==> src/rtl/msq_pkg.sv <==
package msq_pkg;
  typedef enum logic [1:0] {
    ST_IDLE = 2'd0,
    ST_WAIT = 2'd1,
    ST_XFER = 2'd2
  } msqState_t;

  typedef struct packed {
    logic loadCfg;
    logic loadRem;
    logic loadBlk;
    logic countWord;
  } msqStrobes_t;
endpackage

==> src/rtl/msq_datapath.sv <==
module msq_datapath
  import msq_pkg::*;
#(
  parameter int WORDS_PER_SECTOR = 256,
  parameter int MAX_BLOCK        = 16,
  parameter int CNT_W            = 8
) (
  input  logic                                  clk,
  input  logic                                  rstN,
  input  msqStrobes_t                           strb,
  input  logic [CNT_W-1:0]                      cfgCount,
  input  logic [CNT_W-1:0]                      startCount,
  output logic                                  cfgOk,
  output logic                                  blkSet,
  output logic                                  secEnd,
  output logic                                  blkEnd,
  output logic                                  lastSector,
  output logic                                  firstBlk,
  output logic [$clog2((2**CNT_W)+1)-1:0]       remCount
);
  localparam int MAX_SECTORS = 2 ** CNT_W;
  localparam int REM_W       = $clog2(MAX_SECTORS + 1);
  localparam int BLK_W       = $clog2(MAX_BLOCK + 1);
  localparam int WORD_W      = (WORDS_PER_SECTOR > 1) ? $clog2(WORDS_PER_SECTOR) : 1;

  logic [BLK_W-1:0]  blkSizeQ;
  logic              blkSetQ;
  logic [REM_W-1:0]  remQ;
  logic [WORD_W-1:0] wordQ;
  logic [BLK_W-1:0]  secLeftQ;
  logic              firstQ;

  logic [REM_W-1:0]  blkSizeExt;
  logic [BLK_W-1:0]  nextBlk;
  logic              wordWrap;

  assign blkSizeExt = REM_W'(blkSizeQ);
  assign nextBlk    = (remQ < blkSizeExt) ? BLK_W'(remQ) : blkSizeQ;
  assign wordWrap   = (wordQ == WORD_W'(WORDS_PER_SECTOR - 1));

  assign cfgOk      = (cfgCount != '0) && (cfgCount <= CNT_W'(MAX_BLOCK));
  assign secEnd     = strb.countWord && wordWrap;
  assign blkEnd     = secEnd && (secLeftQ == BLK_W'(1));
  assign lastSector = (remQ == REM_W'(1));
  assign blkSet     = blkSetQ;
  assign firstBlk   = firstQ;
  assign remCount   = remQ;

  // block size survives everything except the hard reset
  always_ff @(posedge clk or negedge rstN) begin
    if (!rstN) begin
      blkSizeQ <= '0;
      blkSetQ  <= 1'b0;
    end else if (strb.loadCfg) begin
      blkSizeQ <= BLK_W'(cfgCount);
      blkSetQ  <= 1'b1;
    end
  end

  always_ff @(posedge clk or negedge rstN) begin
    if (!rstN) begin
      remQ   <= '0;
      firstQ <= 1'b0;
    end else if (strb.loadRem) begin
      remQ   <= (startCount == '0) ? REM_W'(MAX_SECTORS) : REM_W'(startCount);
      firstQ <= 1'b1;
    end else if (secEnd) begin
      remQ <= remQ - REM_W'(1);
      if (blkEnd) firstQ <= 1'b0;
    end
  end

  always_ff @(posedge clk or negedge rstN) begin
    if (!rstN) begin
      wordQ    <= '0;
      secLeftQ <= '0;
    end else if (strb.loadBlk) begin
      wordQ    <= '0;
      secLeftQ <= nextBlk;
    end else if (strb.countWord) begin
      wordQ <= wordWrap ? '0 : wordQ + WORD_W'(1);
      if (wordWrap) secLeftQ <= secLeftQ - BLK_W'(1);
    end
  end
endmodule

==> src/rtl/msq_control.sv <==
module msq_control
  import msq_pkg::*;
(
  input  logic        clk,
  input  logic        rstN,
  input  logic        softRst,
  input  logic        cfgValid,
  input  logic        cfgOk,
  input  logic        startValid,
  input  logic        isWrite,
  input  logic        blkSet,
  input  logic        bufReady,
  input  logic        wordStrobe,
  input  logic        errIn,
  input  logic        blkEnd,
  input  logic        lastSector,
  input  logic        firstBlk,
  output msqStrobes_t strb,
  output logic        drq,
  output logic        bsy,
  output logic        intrqPulse,
  output logic        errFlag,
  output logic        abortFlag
);
  msqState_t stateQ, stateD;
  logic dirWriteQ, dirWriteD;
  logic intrqQ, intrqD;
  logic errQ, errD;
  logic abortQ, abortD;

  always_comb begin
    stateD    = stateQ;
    dirWriteD = dirWriteQ;
    intrqD    = 1'b0;
    errD      = errQ;
    abortD    = abortQ;
    strb      = '0;
    if (softRst) begin
      stateD = ST_IDLE;
      errD   = 1'b0;
      abortD = 1'b0;
    end else begin
      unique case (stateQ)
        ST_IDLE: begin
          if (cfgValid) begin
            intrqD       = 1'b1;
            errD         = 1'b0;
            abortD       = !cfgOk;
            strb.loadCfg = cfgOk;
          end else if (startValid) begin
            errD = 1'b0;
            if (blkSet) begin
              abortD       = 1'b0;
              strb.loadRem = 1'b1;
              dirWriteD    = isWrite;
              stateD       = ST_WAIT;
            end else begin
              abortD = 1'b1;
              intrqD = 1'b1;
            end
          end
        end
        ST_WAIT: begin
          if (errIn) begin
            stateD = ST_IDLE;
            errD   = 1'b1;
            intrqD = 1'b1;
          end else if (bufReady) begin
            strb.loadBlk = 1'b1;
            stateD       = ST_XFER;
            intrqD       = !dirWriteQ || !firstBlk;
          end
        end
        ST_XFER: begin
          if (errIn) begin
            stateD = ST_IDLE;
            errD   = 1'b1;
            intrqD = 1'b1;
          end else if (wordStrobe) begin
            strb.countWord = 1'b1;
            if (blkEnd) begin
              if (lastSector) begin
                stateD = ST_IDLE;
                intrqD = dirWriteQ;
              end else begin
                stateD = ST_WAIT;
              end
            end
          end
        end
        default: stateD = ST_IDLE;
      endcase
    end
  end

  always_ff @(posedge clk or negedge rstN) begin
    if (!rstN) begin
      stateQ    <= ST_IDLE;
      dirWriteQ <= 1'b0;
      intrqQ    <= 1'b0;
      errQ      <= 1'b0;
      abortQ    <= 1'b0;
    end else begin
      stateQ    <= stateD;
      dirWriteQ <= dirWriteD;
      intrqQ    <= intrqD;
      errQ      <= errD;
      abortQ    <= abortD;
    end
  end

  assign drq        = (stateQ == ST_XFER);
  assign bsy        = (stateQ == ST_WAIT);
  assign intrqPulse = intrqQ;
  assign errFlag    = errQ;
  assign abortFlag  = abortQ;
endmodule

==> src/rtl/multiblk_seq.sv <==
module multiblk_seq
  import msq_pkg::*;
#(
  parameter int WORDS_PER_SECTOR = 256,
  parameter int MAX_BLOCK        = 16,
  parameter int CNT_W            = 8
) (
  input  logic                            clk,
  input  logic                            rstN,
  input  logic                            softRst,
  input  logic                            cfgValid,
  input  logic [CNT_W-1:0]                cfgCount,
  input  logic                            startValid,
  input  logic [CNT_W-1:0]                startCount,
  input  logic                            isWrite,
  input  logic                            bufReady,
  input  logic                            wordStrobe,
  input  logic                            errIn,
  output logic                            drq,
  output logic                            bsy,
  output logic                            intrqPulse,
  output logic [$clog2((2**CNT_W)+1)-1:0] remCount,
  output logic                            errFlag,
  output logic                            abortFlag
);
  msqStrobes_t strb;
  logic cfgOk, blkSet, secEnd, blkEnd, lastSector, firstBlk;

  msq_control u_ctrl (
    .clk(clk), .rstN(rstN), .softRst(softRst),
    .cfgValid(cfgValid), .cfgOk(cfgOk),
    .startValid(startValid), .isWrite(isWrite), .blkSet(blkSet),
    .bufReady(bufReady), .wordStrobe(wordStrobe), .errIn(errIn),
    .blkEnd(blkEnd), .lastSector(lastSector), .firstBlk(firstBlk),
    .strb(strb), .drq(drq), .bsy(bsy), .intrqPulse(intrqPulse),
    .errFlag(errFlag), .abortFlag(abortFlag)
  );

  msq_datapath #(
    .WORDS_PER_SECTOR(WORDS_PER_SECTOR), .MAX_BLOCK(MAX_BLOCK), .CNT_W(CNT_W)
  ) u_dp (
    .clk(clk), .rstN(rstN), .strb(strb),
    .cfgCount(cfgCount), .startCount(startCount),
    .cfgOk(cfgOk), .blkSet(blkSet), .secEnd(secEnd), .blkEnd(blkEnd),
    .lastSector(lastSector), .firstBlk(firstBlk), .remCount(remCount)
  );
endmodule

==> config.mk <==
export PLATFORM = sky130hd
export DESIGN_NAME = multiblk_seq
export DESIGN_NICKNAME = d
export VERILOG_FILES = /design/src/rtl/msq_pkg.sv /design/src/rtl/msq_datapath.sv /design/src/rtl/msq_control.sv /design/src/rtl/multiblk_seq.sv
export SDC_FILE = /design/constraint.sdc
export NUM_CORES = 1
export LEC_CHECK = 0
export ABC_CLOCK_PERIOD_IN_PS = 4400
export BUFFER_PORTS_ARGS = -buffer_cell sky130_fd_sc_hd__buf_2
export CAP_MARGIN = 20
export CORE_UTILIZATION = 44
export CTS_CLUSTER_SIZE = 12
export DETAILED_ROUTE_END_ITERATION = 16
export GPL_ROUTABILITY_DRIVEN = 0
export HOLD_SLACK_MARGIN = 0.12
export MAX_ROUTING_LAYER = met4
export PLACE_DENSITY = 0.63
export SLEW_MARGIN = 0
export SYNTH_ARGS = -nofsm -noshare
export SYNTH_HDL_FRONTEND = slang
export SYNTH_SLANG_ARGS = --single-unit
==> constraint.sdc <==
create_clock -name clk -period 4.4 [get_ports clk]
set_input_delay 0 -clock clk [delete_from_list [all_inputs] [get_ports clk]]
set_output_delay 0 -clock clk [all_outputs]
set_load 0.005 [all_outputs]
==> qor.yml <==
status:
  status: "finished, violations left"
  violations: "design-rule violations"
yosys:
  synthFlopType: "dfrtp_1"
  synth-edff-count: 0
  syn_inst: 217
  synthArstFlopShare: 1.00
  synthesis.area_um2: 2160
  yosysWarningCount: 0
  syn_avg_cell_area_um2: 9.98
  yosysUniqueCellTypes: 42
  yosysSeqAreaShare: 0.405
  syn_nets: 255
  synth-seq-cells: 35
grt:
  grt-busiest-layer: "met2"
  grt_max_degree: 36
  antenna_found_initial: 0
  gr-total-overflow: 0
  global_route.usage.met1: 0.263
  use_met3: 0.0375
  grt.total_usage: 0.210
  grt_pass1_vias: 1725
  grt_pass1_wl_mm: 8.03
  grtUsageMet2: 0.336
floorplanning:
  die_x_um: 72.1
  initial_core_util: 0.458
  die_y_um: 72.1
  dieArea_um2: 5200
  rows: 25
  coreArea_um2: 4720
  io_pins: 39
placed_design:
  dp_hpwl_mm: 3.30
  port_buffers: 38
cells_and_area:
  most-common-layout-cells: "buf_2 (38), dfrtp_1 (35), nand2_1 (26), dlygate4sd3_1 (21)"
  diodes: 0
  post-route-util: 0.580
  final_common_cell: "buf_2"
  drive_gt1_frac: 0.235
  fin_nets: 318
  area_delta_synth_final_pct: 26.6
sta:
  maxSlewViolCount: 0
  setup_viol: 0
  post-route-period-util: 0.609
  period_needed_ns: 2.68
  setup_tns_ns: 0
  clock_skew_ns: 0.00686
  finalHoldViolations: 0
  grt_setup_unrepaired: "false"
  worst_pin_slew_ns: 0.919
  relSlewSlack: 0.384
  fmax_ghz: 0.373
pwr:
  finalPower_uw: 1250
  switchingPower_uw: 461
  ir_worst_vdd_mv: 0.307
  leakagePower_uw: 0.00123
  combPwrFrac: 0.374
  power_frac_seq: 0.416
  powerDensity_nw_per_um2: 458
  switching_share: 0.367
  power_frac_clock: 0.210
  p_int_uw: 793
flow_run:
  maxCapViolCount: 0
clocking:
  cts_tree: "built"
  cts_buffer_depth: 2
  clock_latency_ns: 0.29
  cts_htree_levels: 2
  post_cts_resize_count: 0
  cts.clk_slew.worst_paths_ns: 0.07
  cts.sinks: 35
  cts_root_buf: "clkbuf_8"
  cts_buffers: 5
setup_path:
  path_class: "reg -> reg"
  ff2ff_path_depth: 8
  rr_startpoint: "u_ctrl.stateQ[0]$_DFFE_PN0P_"
  cp.required_ns: 4.64
  path_max_fanout: 7
  start_kind: "register"
  crit_path_start: "u_ctrl.stateQ[0]$_DFFE_PN0P_"
  cp-end-kind: "register"
  cp.arrival_ns: 2.92
detailed_routing:
  first_pass_iters: 12
  wl_mm: 4.75
  routedWlPerCell_um: 13.7
  viasPerCell: 5.10
  dr.first_iter.drc_count: 58
  final_antenna_net_count: 0
  vias: 1774
  drc: 2
hold_path:
  hp-class: "in -> reg"
  hold_start: "wordStrobe"
  hold_depth: 5
power groups by stage:
stage	Sequential [uW]	Clock (uW)	Combinational (uW)
after global placement	523	0	445
after floorplan	504	0	327
after CTS	521	268	472
after detailed placement	526	0	454
after global routing	538	279	530
final	522	264	469
worst paths after layout:
| kind | to | slack [ns] |
|---|---|---|
| setup / recovery | u_ctrl.stateQ[1]$_DFFE_PN0P_ | 1.72 |
| setup reg to reg | u_ctrl.stateQ[1]$_DFFE_PN0P_ | 1.72 |
| max in group asynchronous | u_dp.secLeftQ[0]$_DFFE_PN0P_ | 3.56 |
| min in group asynchronous | u_dp.wordQ[4]$_DFFE_PN0P_ | 0.33 |
| hold reg to reg | u_dp.blkSet$_DFFE_PN0P_ | 0.50 |
| hold / removal | u_ctrl.intrqPulse$_DFF_PN0_ | 0.13 |
cell usage after synthesis, types with 6 or more instances:
library cell | instances | area share
o21ai_0 | 13 | 0.030
inv_1 | 13 | 0.023
nor2_1 | 13 | 0.023
ha_1 | 13 | 0.075
a21oi_1 | 9 | 0.021
mux2i_1 | 10 | 0.046
xnor2_1 | 9 | 0.036
nor3_1 | 7 | 0.016
nand2_1 | 26 | 0.045
mux2_2 | 6 | 0.031
nand3_1 | 6 | 0.014
dfrtp_1 | 35 | 0.40
xor2_1 | 9 | 0.036
state kept, by name (all words and copies together), names as in the netlist:
| name | cells |
|---|---|
| u_dp.remCount | 9 |
| u_dp.wordQ | 8 |
| u_dp.blkSizeQ | 5 |
| u_dp.secLeftQ | 5 |
| u_ctrl.stateQ | 2 |
| u_ctrl.abortFlag | 1 |
| u_ctrl.dirWriteQ | 1 |
| u_ctrl.errFlag | 1 |
| u_ctrl.intrqPulse | 1 |
| u_dp.blkSet | 1 |
| u_dp.firstBlk | 1 |
repair_timing:
action | CTS | global route
buffers inserted | 0 | 0
endpoints found under the hold margin | 55 | 0
setup endpoints to repair | 0 | 0
hold buffers | 21 | 0
worst max-delay path: stages, from the launching register on:
cell and delay [ns]:
dfrtp_1 0.41, inv_1 0.09, ha_1 0.33, nand4bb_4 0.21, nor4_4 0.39, o221ai_2 0.18, or3_1 0.32, a21oi_1 0.14
dlygate4sd3_1 0.55
stage by stage:
step	area [um^2]	instances	worst slack (ns)	hold slack, ns
global placement	2420	318	2.04	0.141
finish	2740	348	1.72	0.127
floorplan	2160	217	2.40	-0.296
detailed placement	2420	318	1.93	0.146
CTS	2730	347	1.75	0.123
global route	2740	348	1.54	0.162
routing by layer:
layer  wire length (um)  share of wire
met5                  0              0
met4                 78          0.016
met3                134          0.028
met2               2340           0.49
met1               2200           0.46
cell type report:
class	instances	area [um^2]
multi-input cells	164	1210
fillers	445	1980
clock buffers	8	100
well taps	67	83.8
flip-flops and latches	35	876
repair buffers	61	419
inverters	13	48.8
logic make-up after synthesis:
group,count (synthesis),share of synthesized area
flip-flops,35,0.405
multiplexers,16,0.0775
buffers and inverters,18,0.0353
AND/OR/NAND/NOR,83,0.239
adder cells (fa/ha/maj),13,0.0751
AO/OA/AOI/OAI,34,0.0959
XOR/XNOR,18,0.0728
Note: power is estimated with default switching activity, not from simulation.
